**src/rtl/rstpin_pkg.sv**
```systemverilog
package rstpin_pkg;

   typedef enum logic [2:0] {
      ST_IDLE   = 3'd0,
      ST_DRIVE  = 3'd1,
      ST_WATCH  = 3'd2,
      ST_EXTLOW = 3'd3,
      ST_HOLD   = 3'd4
   } rp_state_e;

   typedef struct packed {
      logic ext;
      logic cmf;
      logic wdt;
   } rp_cause_t;

   localparam rp_cause_t CAUSE_NONE = 3'b000;
   localparam rp_cause_t CAUSE_EXT  = 3'b100;
   localparam rp_cause_t CAUSE_CMF  = 3'b010;
   localparam rp_cause_t CAUSE_WDT  = 3'b001;

   function automatic int max3(input int a, input int b, input int c);
      int m;
      m = (a > b) ? a : b;
      return (m > c) ? m : c;
   endfunction

endpackage

```
**src/rtl/rstpin_sync.sv**
```systemverilog
module rstpin_sync #(
   parameter int  STAGES    = 2,
   parameter logic RST_LEVEL = 1'b1
) (
   input  logic clk,
   input  logic arst_n,
   input  logic d,
   output logic q
);

   for (genvar i = 0; i < STAGES; i++) begin : g_st
      logic din;
      logic ff;
      if (i == 0) begin : g_first
         assign din = d;
      end else begin : g_next
         assign din = g_st[i-1].ff;
      end
      always_ff @(posedge clk or negedge arst_n) begin
         if (!arst_n) ff <= RST_LEVEL;
         else         ff <= din;
      end
   end

   assign q = g_st[STAGES-1].ff;

endmodule

```
**src/rtl/rstpin_prescale.sv**
```systemverilog
module rstpin_prescale #(
   parameter int DIV = 4
) (
   input  logic clk,
   input  logic arst_n,
   input  logic clk_en,
   input  logic restart,
   output logic e_tick
);

   localparam int PW = (DIV > 1) ? $clog2(DIV) : 1;
   localparam logic [PW-1:0] LAST = PW'(DIV - 1);

   logic [PW-1:0] phase;

   assign e_tick = clk_en && (phase == LAST);

   always_ff @(posedge clk or negedge arst_n) begin
      if (!arst_n)      phase <= '0;
      else if (restart) phase <= '0;
      else if (clk_en)  phase <= e_tick ? '0 : phase + 1'b1;
   end

endmodule

```
**src/rtl/rstpin_seq.sv**
```systemverilog
module rstpin_seq
   import rstpin_pkg::*;
#(
   parameter int DRIVE_E = 16,
   parameter int RISE_E  = 4,
   parameter int HOLD_E  = 4
) (
   input  logic      clk,
   input  logic      arst_n,
   input  logic      e_tick,
   input  logic      pin_s,
   input  logic      cmf_req,
   input  logic      wdt_req,
   output logic      phase_chg,
   output logic      drive_lo,
   output logic      core_rst,
   output rp_cause_t cause
);

   localparam int MAXE = max3(DRIVE_E, RISE_E, HOLD_E);
   localparam int EW   = $clog2(MAXE + 1);
   localparam logic [EW-1:0] DRV_LAST  = EW'(DRIVE_E - 1);
   localparam logic [EW-1:0] RISE_LAST = EW'(RISE_E - 1);
   localparam logic [EW-1:0] HOLD_LAST = EW'(HOLD_E - 1);

   rp_state_e     st, st_nxt;
   rp_cause_t     cause_nxt;
   logic [EW-1:0] ecnt;
   logic          counting;

   always_comb begin
      st_nxt    = st;
      cause_nxt = cause;
      unique case (st)
         ST_IDLE: begin
            if (cmf_req || wdt_req) begin
               st_nxt    = ST_DRIVE;
               cause_nxt = cmf_req ? CAUSE_CMF : CAUSE_WDT;
            end else if (!pin_s) begin
               st_nxt    = ST_EXTLOW;
               cause_nxt = CAUSE_EXT;
            end
         end
         ST_DRIVE: begin
            if (e_tick && ecnt == DRV_LAST) st_nxt = ST_WATCH;
         end
         ST_WATCH: begin
            if (pin_s) begin
               st_nxt = ST_HOLD;
            end else if (e_tick && ecnt == RISE_LAST) begin
               st_nxt    = ST_EXTLOW;
               cause_nxt = CAUSE_EXT;
            end
         end
         ST_EXTLOW: begin
            if (pin_s) st_nxt = ST_HOLD;
         end
         ST_HOLD: begin
            if (!pin_s) begin
               st_nxt    = ST_EXTLOW;
               cause_nxt = CAUSE_EXT;
            end else if (e_tick && ecnt == HOLD_LAST) begin
               st_nxt = ST_IDLE;
            end
         end
         default: st_nxt = ST_IDLE;
      endcase
   end

   assign phase_chg = (st_nxt != st);
   assign counting  = (st == ST_DRIVE) || (st == ST_WATCH) || (st == ST_HOLD);

   always_ff @(posedge clk or negedge arst_n) begin
      if (!arst_n) begin
         st    <= ST_IDLE;
         cause <= CAUSE_NONE;
         ecnt  <= '0;
      end else begin
         st    <= st_nxt;
         cause <= cause_nxt;
         if (phase_chg)                ecnt <= '0;
         else if (counting && e_tick)  ecnt <= ecnt + 1'b1;
      end
   end

   assign drive_lo = (st == ST_DRIVE);
   assign core_rst = (st != ST_IDLE);

endmodule

```
**src/rtl/rstpin_discrim.sv**
```systemverilog
module rstpin_discrim
   import rstpin_pkg::*;
#(
   parameter int DIV         = 4,
   parameter int DRIVE_E     = 16,
   parameter int RISE_E      = 4,
   parameter int HOLD_E      = 4,
   parameter int SYNC_STAGES = 2
) (
   input  logic clk,
   input  logic arst_n,
   input  logic clk_en,
   input  logic pin_in,
   input  logic cmf_req,
   input  logic wdt_req,
   output logic pin_drive_lo,
   output logic core_rst,
   output logic cause_ext,
   output logic cause_cmf,
   output logic cause_wdt
);

   if (DIV < 2) begin : g_bad_div
      $error("rstpin_discrim: DIV must be at least 2");
   end
   if (DRIVE_E < 1 || RISE_E < 1 || HOLD_E < 1) begin : g_bad_len
      $error("rstpin_discrim: phase lengths must be at least one bus cycle");
   end
   if (SYNC_STAGES < 2) begin : g_bad_sync
      $error("rstpin_discrim: SYNC_STAGES must be at least 2");
   end

   logic      pin_sync;
   logic      e_tick;
   logic      phase_chg;
   rp_cause_t cause;

   rstpin_sync #(
      .STAGES    (SYNC_STAGES),
      .RST_LEVEL (1'b1)
   ) u_sync (
      .clk    (clk),
      .arst_n (arst_n),
      .d      (pin_in),
      .q      (pin_sync)
   );

   rstpin_prescale #(
      .DIV (DIV)
   ) u_pre (
      .clk     (clk),
      .arst_n  (arst_n),
      .clk_en  (clk_en),
      .restart (phase_chg),
      .e_tick  (e_tick)
   );

   rstpin_seq #(
      .DRIVE_E (DRIVE_E),
      .RISE_E  (RISE_E),
      .HOLD_E  (HOLD_E)
   ) u_seq (
      .clk       (clk),
      .arst_n    (arst_n),
      .e_tick    (e_tick),
      .pin_s     (pin_sync),
      .cmf_req   (cmf_req),
      .wdt_req   (wdt_req),
      .phase_chg (phase_chg),
      .drive_lo  (pin_drive_lo),
      .core_rst  (core_rst),
      .cause     (cause)
   );

   assign cause_ext = cause.ext;
   assign cause_cmf = cause.cmf;
   assign cause_wdt = cause.wdt;

endmodule

```
**config.mk**
```make
export PLATFORM = sky130hd
export DESIGN_NAME = rstpin_discrim
export DESIGN_NICKNAME = d
export VERILOG_FILES = /design/src/rtl/rstpin_pkg.sv /design/src/rtl/rstpin_sync.sv /design/src/rtl/rstpin_prescale.sv /design/src/rtl/rstpin_seq.sv /design/src/rtl/rstpin_discrim.sv
export SDC_FILE = /design/constraint.sdc
export NUM_CORES = 1
export LEC_CHECK = 0
export BUFFER_PORTS_ARGS = -buffer_cell sky130_fd_sc_hd__buf_2
export CORE_MARGIN = 2
export CORE_UTILIZATION = 46
export CTS_BUF_LIST = sky130_fd_sc_hd__clkbuf_8
export CTS_CLUSTER_SIZE = 40
export DETAILED_ROUTE_END_ITERATION = 8
export GPL_TIMING_DRIVEN = 0
export PLACE_DENSITY = 0.76
export SETUP_SLACK_MARGIN = 0.4
export SLEW_MARGIN = 10
export SYNTH_ARGS = -nofsm -noshare
export SYNTH_HDL_FRONTEND = slang
export SYNTH_HIERARCHICAL = 1
export SYNTH_SLANG_ARGS = --single-unit
```
**constraint.sdc**
```tcl
create_clock -name clk -period 3.35 [get_ports clk]
set_input_delay 0.5025 -clock clk [delete_from_list [all_inputs] [get_ports clk]]
set_output_delay 0.5025 -clock clk [all_outputs]
set_load 0.01 [all_outputs]
```
; After elaboration in Yosys (flattened, before gate mapping)
; Index checks and enable logic that the tools add are counted.
[totals]
elab_cells = 53
ff_bits = 15
inputBits = 6
output_inout_bits = 5
[classes]
addsub = 2
reduce_logical = 13
muxes = 20
eq_ne = 10
[op_table]
columns = op, count
row1 = 3-bit 2-to-1 mux, 12
row2 = 3-bit case mux with 5 select lines, 1
row3 = 5-bit 2-to-1 mux, 2
row4 = 3-bit case mux with 3 select lines, 1
row5 = 2-bit 2-to-1 mux, 4
row6 = "3-bit by 2-bit equality test with 1-bit output, second input constant", 2
row7 = 3-bit nonzero test, 2
row8 = "5-bit by 1-bit adder with 5-bit output, second input constant", 1
row9 = "5-bit by 2-bit equality test with 1-bit output, second input constant", 1
row10 = "5-bit by 4-bit equality test with 1-bit output, second input constant", 1
row11 = 1-bit logical AND, 4
row12 = 2-bit nonzero test, 2
row13 = "3-bit by 1-bit equality test with 1-bit output, second input constant", 1
row14 = "3-bit equality test, second input constant", 1
row15 = 3-bit zero test, 1
row16 = 1-bit logical OR, 3
row17 = 3-bit inequality test, 1
row18 = 3-bit AND reduction, 1
row19 = "2-bit by 1-bit adder with 2-bit output, second input constant", 1
row20 = "2-bit equality test, second input constant", 1
row21 = "2-bit by 1-bit inequality test with 1-bit output, second input constant", 1
row22 = "2-bit inequality test, second input constant", 1

; Logic depth before layout (Yosys ltp)
; Gate-level depths: netlist of the first run.
[logic_depth]
depth_word = 8
mapped_depth = 7
depth_no_buf = 7

; By module
; The synthesis of the first run kept the hierarchy.
[modules_own_cells]
columns = module, seq_area_each_um2, n_inst, cells_each, area_per_inst_um2
row1 = rstpin_seq, 275.3, 1, 75, 701.9
row2 = rstpin_prescale, 50.0, 1, 9, 106.4
row3 = rstpin_sync, 52.6, 1, 2, 52.6

; Worst setup path after synthesis of the first run
; OpenSTA, ideal clock, no wires.
[synth_path]
path_kind = input to register
from = in clk_en
to = reg u_seq/cause[1] (netlist name)
cell_stages = 5
path_slack_ps = 1545
path_buffers = 0
arrival_ps = 1683
cell_sequence = and2_1 nand2_1 or3_1 or3_1 a32o_1
[synth_between]
elab_chain_len = 4
[synth_lines]
columns = item, line
row1 = start: declaration, rstpin_discrim.sv:12  ; input logic clk_en,
row2 = 1-bit logical AND, rstpin_prescale.sv:16  ; assign e_tick = clk_en && (phase == LAST);
row3 = 1-bit logical AND, rstpin_seq.sv:50  ; end else if (e_tick && ecnt == RISE_LAST) begin
row4 = 2-bit by 1-bit inequality test with 1-bit output (no source line), n/a
row5 = 3-bit AND reduction (no source line), n/a
; No other way between the ends.
; A chain may end at the register's enable or synchronous reset.

; Worst setup path after layout of the first run
[layout_path]
from = reg u_seq.st[2]
to = out core_rst
[layout_between]
elab_chain_len = 1
[layout_lines]
columns = item, line
row1 = start: declaration, rstpin_seq.sv:26  ; rp_state_e st, st_nxt;
row2 = start signal: assignment, rstpin_seq.sv:79  ; st <= st_nxt;
row3 = 3-bit nonzero test, rstpin_seq.sv:87  ; assign core_rst = (st != ST_IDLE);
row4 = end: declaration, rstpin_discrim.sv:17  ; output logic core_rst,
; No other way between the ends.

==> results.txt, run 1 <==
The flow ran to the end, and the final reports show no timing, DRC or antenna violations. In this run, CTS created clock tree buffers numbering 3. After layout, the worst path uses a little over 60% of the clock period. CTS built an H-tree with a depth of 1.

STA classifies the critical path endpoint as a primary output. The post-route netlist has 24.0% of its cells at a drive strength greater than 1. The first-iteration detailed-routing DRC count came out at 9.

The relative area change from synthesis to final layout is 14.7%. The max-slew violation count came to 0. The final count of negative-setup-slack endpoints came out at 0.

The maximum number of pins on one net before global-route repair is 16. Along the worst path, the maximum fanout reaches 10. The synthesized netlist contains 43 unique library cells. Setup repair after global routing left no endpoint under its margin.

The worst clock skew is roughly 0.53 ps. The total power density per cell area came out at about 620 nW/µm². The aggregate routed wire length is ~1.7 mm. The first global-routing pass estimated 2.77 mm of wire. For this block, the via count after detailed routing is around 700. Derived from the worst setup path, the maximum achievable clock frequency is 489 MHz. The floorplan step defined a die boundary enclosing approximately 2200 µm². The largest total area in the synthesized netlist belongs to dfrtp_1. The count of endpoints failing hold in the final timing report is 0. The post-DP HPWL is roughly 1.2 mm. TritonCTS built the clock tree. The filler cell count in the final layout came out at 160. The launch instance of the worst register-to-register path is u_pre/phase[0]. The area of the core came out at 1750 µm². The post-layout minimum cycle time is between 2000 and 2500 ps. The cell depth of the worst flop-to-flop path came out at 6. Of the synthesized area, sequential elements account for a little over two fifths. After detailed routing, the average wire length per cell comes to roughly 14 µm. The area share of the largest cell type after synthesis is a little under two fifths. The synthesized net count came out at 95. The aggregate global-route resource usage came out at a little under a fifth. The clock latency on the worst-skew pair is approximately 250 ps. The initial utilization of the core area, before any placement, comes to between 40% and 50%. The register cell area after layout came out at approximately 380 µm². The mean cell area of the mapped netlist is 10.0 µm². The number of antenna violations at the first check in global routing came out at 0. The data required time at the worst endpoint came out at 2850 ps.

The number of violations of the max-capacitance limit is 0. The worst setup path is launched from a flip-flop. The number of sinks on the clock net came out at 15. The via count normalized by instance count is approximately 5.7.

After synthesis, the most frequently instantiated cells are dfrtp_1 (13), nor2_1 (7). The clock transition at the register clock pins on the worst setup and hold paths after CTS is approximately 60 ps. The count of inserted antenna diode cells is 0. The quantity of hold-fixing buffers added after cts came out at 0.

In this run the critical register-to-register path is captured at u_seq/cause[1]. The share of synthesized registers carrying an async set or reset is 100%. The mapped netlist covers ~860 µm².

Adding up every negative setup slack in the final design gives 0 ps. After global routing the overflow that remains totals 0. The worst endpoint data arrival time came out at between 1500 and 2000 ps. Measured against its own limit, the worst slew margin works out to a little under two thirds. The critical setup path kind is flip-flop to primary output. The I/O pin total is 11. The finished layout cell area came out at approximately 990 µm². The slew at the pin closest to its max-slew limit is between 500 and 600 ps.

The min-delay analysis places its worst path in the category input port to asynchronous set/reset pin. The number of global-route vias before repair is around 670. The number of remaining DRC errors is 0. Among all flip-flop cells after synthesis, the most frequent one is dfrtp_1. The Yosys step of the flow raised 6 warnings. The final antenna-violating net count is 0. The leakage power is around 0.41 nW. The width of the die came out at around 47 µm. Routability-driven placement finished with a final weighted congestion of between 0.8 and 0.9.

The cell sitting at the root of the clock tree is a clkbuf_8. The total power of the final layout is slightly above 0.6 mW. After synthesis, the cell types taking the most area are dfrtp_1 (38%), dfstp_2 (6.1%), ha_1 (4.4%). The longest clock path from root to sink contains 2 buffers. The worst reg-to-reg setup slack came out at 1370 ps. The synthesized design contains 0 enable-type register cells. IR analysis of the VDD net gives a maximum drop of 0.389 mV.

The synthesized netlist cell count is 86. During placement, the flow inserted port buffers numbering 10. From bottom edge to top edge, the die measures between 40 and 50 µm. Among all cell types in the netlist, the one instantiated most often is dfrtp_1. The number of register bits inferred by synthesis is 15. The number of core rows came out at 15. Post-CTS timing repair inserted 0 buffers for setup.

The count of nets after finishing came out at 110. The first TritonRoute pass finished after 4 iterations. The total area of multi-input combinational cells is between 400 and 500 µm². After clock tree synthesis, the repair step resized 0 gates. The placed cell area is approximately 940 µm².
-- how the worst max path moves through the flow --
stage / from / endpoint / slack [ps] / cells after the start
floorplan: clk_en / u_seq/cause[1] / 1550 / 5
global placement: clk_en / u_seq/cause[1] / 1310 / 6
detailed placement: clk_en / u_seq/cause[1] / 1300 / 6
CTS: u_seq/st[2] / core_rst / 1310 / 4
global route: u_seq/st[2] / core_rst / 1210 / 4
finish: u_seq/st[2] / core_rst / 1300 / 4
-- where the power goes --
group          leakage (nW)  switching (mW)  internal (mW)
logic                 0.202          0.0969         0.0881
clock network        0.0269          0.0683         0.0814
registers             0.186          0.0401          0.233
-- final cells by class --
| type | instances | area share, % |
|---|---|---|
| multi-input combinational | 63 | 45.9 |
| timing repair buffer | 10 | 5.07 |
| clock buffer | 3 | 4.18 |
| buffer | 4 | 1.52 |
| tap | 25 | 3.17 |
| sequential | 15 | 38.3 |
| clock inverter | 1 | 0.380 |
| inverter | 4 | 1.52 |
-- cells in the final DEF, fill, tap and decap left out, types with 2 or more instances in the layout --
master,count
clkbuf_1,4
nor2b_1,4
dfstp_2,2
inv_1,5
nor2_1,7
o21ai_0,4
clkbuf_8,3
a21oi_1,3
or3_1,3
nor3b_1,2
ha_1,3
nand2_1,4
dfrtp_1,13
buf_2,10
mux2i_1,2
a32oi_1,2
-- registers in the layout, summed over array words and instances, names as in the netlist --
register,cells
u_seq/st,3
u_sync/g_st.ff,1
u_seq/ecnt,5
u_seq/cause,3
u_sync/q,1
u_pre/phase,2
-- metrics by stage --
| step | setup WS, ps | util, % | cells | hold WS (ps) |
|---|---|---|---|---|
| 6_report | 1300 | 56.6 | 125 | 144 |
| 5_1_grt | 1210 | 56.6 | 125 | 170 |
| 4_1_cts | 1310 | 56.6 | 125 | 160 |
| 3_5_place_dp | 1300 | 54.0 | 121 | 351 |
| 3_3_place_gp | 1310 | 54.0 | 121 | 346 |
| 2_1_floorplan | 1550 | - | 86 | 207 |
-- logic make-up (layout without fill, tap and decap cells) --
| group | count (synthesis) | after routing | share of synthesized area, % |
|---|---|---|---|
| simple gates | 31 | 31 | 21.1 |
| compound gates | 25 | 25 | 22.5 |
| flops | 15 | 15 | 43.9 |
| buf+inv | 8 | 22 | 3.49 |
| fa+ha+maj | 3 | 3 | 4.36 |
| mux | 3 | 3 | 3.63 |
| xor+xnor | 1 | 1 | 1.02 |
-- layer usage --
metal | routed length, µm | vias to the layer above | GRT usage (%)
li1 | - | 349 | -
met1 | 776 | 330 | 21.8
met2 | 827 | 26 | 31.4
met3 | 108 | 3 | 4.62
met4 | 28 | 0 | 8.89
met5 | 0 | - | 0
-- worst max-delay path: stages (launching register included) --
cell and delay, ps:
dfrtp_1 430, clkbuf_1 240, nor3_1 380, inv_1 90
buf_2 150
(Power assumes the default switching activity.)
==> inputs of run 2 (changes only) <==
--- a/config.mk
+++ b/config.mk
@@ -5,6 +5,7 @@
 export SDC_FILE = /design/constraint.sdc
 export NUM_CORES = 1
 export LEC_CHECK = 0
+export ABC_AREA = 1
 export BUFFER_PORTS_ARGS = -buffer_cell sky130_fd_sc_hd__buf_2
 export CORE_MARGIN = 2
 export CORE_UTILIZATION = 46
@@ -12,7 +13,7 @@
 export CTS_CLUSTER_SIZE = 40
 export DETAILED_ROUTE_END_ITERATION = 8
 export GPL_TIMING_DRIVEN = 0
-export PLACE_DENSITY = 0.76
+export PLACE_DENSITY = 0.75
 export SETUP_SLACK_MARGIN = 0.4
 export SLEW_MARGIN = 10
 export SYNTH_ARGS = -nofsm -noshare
==> constraint.sdc (replaced) <==
create_clock -name clk -period 2.12 [get_ports clk]
set_input_delay 0.318 -clock clk [delete_from_list [all_inputs] [get_ports clk]]
set_output_delay 0.318 -clock clk [all_outputs]
set_load 0.01 [all_outputs]
==> run 2 against run 1 <==
  * Routed wire length increased by 4.7%
  * Cell count increased by 34%
  * Sequential share of layout area decreased by 5.8 points
  * Largest power group is now combinational cells
  * Setup slack got worse by 880 ps
==> results.txt, run 2 <==
The synthesized net count came out at 126 (+33%). The area of the core came out at 1920 µm² (+10%). The clock latency on the worst-skew pair was 250 ps (about the same). After synthesis, the most frequently instantiated cells are nand2_1 (26), dfrtp_1 (13), inv_1 (9), nor2_1 (9), nor2_2 (8). In the layout the commonest cells are nand2_1 (21), dfrtp_1 (13), nand2_2 (11), buf_2 (10), nor2_2 (9). The flow ran to the end, and the final reports show no timing, DRC or antenna violations.

The most used flip-flop cell after synthesis is dfrtp_1. The post-synthesis cell area is 926 µm² (+7.6%). The utilization after layout came out at 60.6% (+4.1 points). The mean cell area of the mapped netlist came out at 7.91 µm² (-21%). The total overflow reported by the global router came out at 0 (unchanged). The number of antenna violations at the first check in global routing came out at 0 (unchanged). The die extent in y came to 48.9 µm (+3.4%). The relative area change from synthesis to final layout is 25.8%. The data required time at the worst endpoint was 2260 ps (-590 ps). The leakage power came to 0.550 nW (+33%).

By area the synthesized netlist is led by dfrtp_1 (35%), nand2_1 (11%), dfstp_2 (5.7%). The slew at the pin closest to its max-slew limit came out at 348 ps (-193 ps). The count of input and output buffers is 10 (unchanged). The sum of negative setup slack came out at 0 ps (unchanged).

The share of synthesized registers carrying an async set or reset came out at 100% (unchanged). In the final layout, the registers with the most flip-flops are u_seq/ecnt: 5 flops, u_seq/cause: 3 flops, u_seq/st: 3 flops. The placer's final routability congestion estimate came out at 0.922 (+13%). The count of nets after finishing is 150 (+36%). The average wire length per cell after detail routing is 10.9 µm (-22%). The synthesized netlist cell count is 117 (+36%).

The Yosys warning count is 6 (unchanged). The worst path uses between 70% and 80% of the clock period. The headroom to the max-slew limit is 76.8% (+13 points). The most frequent cell after synthesis is nand2_1.

The CTS H-tree depth was 1 (unchanged). The worst setup path is captured at a flip-flop. u_seq/ecnt holds more flip-flops than any other register. The area share of the largest cell type after synthesis is 35.1% (-2.7 points).

The number of iterations in the first detailed-routing pass was 4 (unchanged). The share of post-route cells with drive strength above 1 is 45.0% (+21 points). The highest ir drop seen on vdd is 0.672 mV (+73%). The number of global-route vias before repair is 729 (+9.0%).

The number of violations of the max-capacitance limit is 0 (unchanged). The I/O pin total is 11 (unchanged). The number of remaining DRC errors is 0 (unchanged).

The number of core rows came out at 16 (+1). The final antenna-violating net count came out at 0 (unchanged). Leaving out fill and tap cells, the most frequent cell in the layout is nand2_1. The maximum fanout count along the critical path is 4 (-6). Clock tree synthesis selected as its root buffer the cell clkbuf_8.

The wire length of the first global-routing pass came out at 3.05 mm (+10%). For this run, the top clock speed supported by timing is between 500 and 600 MHz. The post-DP HPWL came out at 1.29 mm (+4.6%).

The maximum number of pins on one net before global-route repair came to 16 (unchanged). The number of enable-type register cells in the synthesized netlist is 0 (unchanged). The clock tree buffer depth is 2 (unchanged).

The number of sinks on the clock net is 15 (unchanged). The first-iteration detailed-routing DRC count came to 25 (+16). The worst clock skew came out at 5.42 ps (+4.89 ps). The full die area is 2390 µm² (+6.9%). The clock tree from TritonCTS is yes.

The share of synthesized area occupied by flip-flops and latches is 40.8% (-3.1 points). The number of buffers added by the clock tree synthesis step came out at 3 (unchanged). The flip-flop count of the largest register after layout came out at 5 (unchanged). The aggregate global-route resource usage is 16.6% (-1.9 points). The top cell type by total area after synthesis is dfrtp_1. The distinct cell type count of the synthesized netlist is 24 (-44%). The count of inserted antenna diode cells came to 0 (unchanged).

The width of the die came to 48.9 µm (+3.4%). The number of vias after detailed routing came out at 826 (+17%). The worst endpoint data arrival time is 1830 ps (+290 ps). The max-slew violation count was 0 (unchanged). The critical path is of the flip-flop to flip-flop type.

The path class of the lowest-slack min-delay path is input port to flip-flop. The aggregate routed wire length is 1.82 mm (+4.7%). The effective utilization at floorplan came out at 48.2% (-1.1 points).

The number of register bits inferred by synthesis is 15 (unchanged). The final count of negative-setup-slack endpoints came out at 0 (unchanged). The total power density per cell area is 1130 nW/µm² (+84%). The via count normalized by instance count came out at 4.95 (-13%). The worst path in the final design needs a cycle of 1690 ps, including I/O delays and setup.

The clock transition at the register clock pins on the worst setup and hold paths after CTS came out at 60 ps (about the same). The kind of start point of the critical path is a flip-flop. The count of endpoints failing hold in the final timing report is 0 (unchanged). Setup repair after global routing could not meet its margin everywhere. The filler cell count in the final layout is 175 (+9.4%).
==> run 2: cell count changes in the layout (fill, tap and decap cells not counted), moves of 3 or more <==
cell      change
nand2_2      +11
inv_2         +7
buf_4         +6
or3_1         -3
nand3_1       +4
clkbuf_1      -4
nand2_4       +3
nor2_2        +9
nand2_1      +17
nand4_1       +5
nor2b_1       -4
o21ai_1       +4
==> run 2: worst paths after layout <==
kind	from	to	slack, ps	depth (start not counted)
worst max-delay path	u_seq/ecnt[0]	u_seq/ecnt[3]	430	14
worst min-delay path	pin_in	u_sync/g_st[0].ff	160	1
worst max register to register	u_seq/ecnt[0]	u_seq/ecnt[3]	430	14
worst min register to register	u_sync/g_st[0].ff	u_sync/q	360	0
max in group asynchronous	arst_n	u_sync/q	1300	2
min in group asynchronous	arst_n	u_seq/cause[0]	520	2
==> run 2: kinds of logic (layout without fill, tap and decap cells) <==
logic type / count (synthesis) / after routing / share of synthesized area, %
and+or+nand+nor: 66 / 66 / 37.4
AOI/OAI and AO/OA: 17 / 17 / 10.7
DFF: 15 / 15 / 40.8
buffers and inverters: 15 / 38 / 6.08
adders and majority gates: 3 / 3 / 4.05
xor gates and xnor gates: 1 / 1 / 0.946
==> run 2: routing by layer <==
metal	vias to the layer above	routed length [µm]	track usage, %
li1	428	-	-
met1	374	849	22.2
met2	22	885	26.5
met3	2	73	2.76
met4	0	13	7.14
met5	-	0	0
==> run 2: per-stage QoR <==
step / setup WS (ps) / hold WS (ps) / total power, mW / instances / instance area (µm²)
after floorplan: 479 / 22.4 / 0.799 / 117 / 926
after global placement: 348 / 242 / 0.909 / 154 / 1010
after detailed placement: 284 / 245 / 0.932 / 154 / 1010
after CTS: 422 / 161 / 1.25 / 165 / 1110
after global routing: 293 / 158 / 1.43 / 167 / 1160
final: 426 / 164 / 1.32 / 167 / 1160
==> run 2: area by class of cell <==
type | instances | area (µm²) | share of cell area (%)
clock buffers | 3 | 41.3 | 3.54
well taps | 27 | 33.8 | 2.90
repair buffers | 19 | 128 | 11.0
clock inverters | 1 | 5.00 | 0.430
flip-flops and latches | 15 | 378 | 32.4
inverters | 15 | 58.8 | 5.05
multi-input cells | 87 | 520 | 44.7
==> run 2: repair_timing <==
action,4_1_cts,5_1_grt
buffers inserted,6,2
pin swaps,2,10
setup endpoints to repair,2,9
endpoints found under the hold margin,13,0
gates resized for setup,2,13
hold buffers,1,0
==> run 2: power by group <==
| group | switching, mW | total (mW) | internal [mW] | leakage [nW] |
|---|---|---|---|---|
| Clock | 0.0988 | 0.229 | 0.130 | 0.0255 |
| Sequential | 0.0519 | 0.401 | 0.349 | 0.193 |
| Combinational | 0.390 | 0.688 | 0.298 | 0.332 |
| Total | 0.541 | 1.32 | 0.777 | 0.550 |
==> run 2: worst max-delay path, stage by stage (launching register included) <==
cell     delay [ps]
dfrtp_1         360
ha_2            190
nand2_2          50
nor2_2          110
ha_2            170
nand2_2          60
nand2_2          60
nand2_2          50
nor2_4          120
nand2_2          60
nand2_2          60
nand2_2          60
nand2_4          90
buf_6           110
nor2_2           30
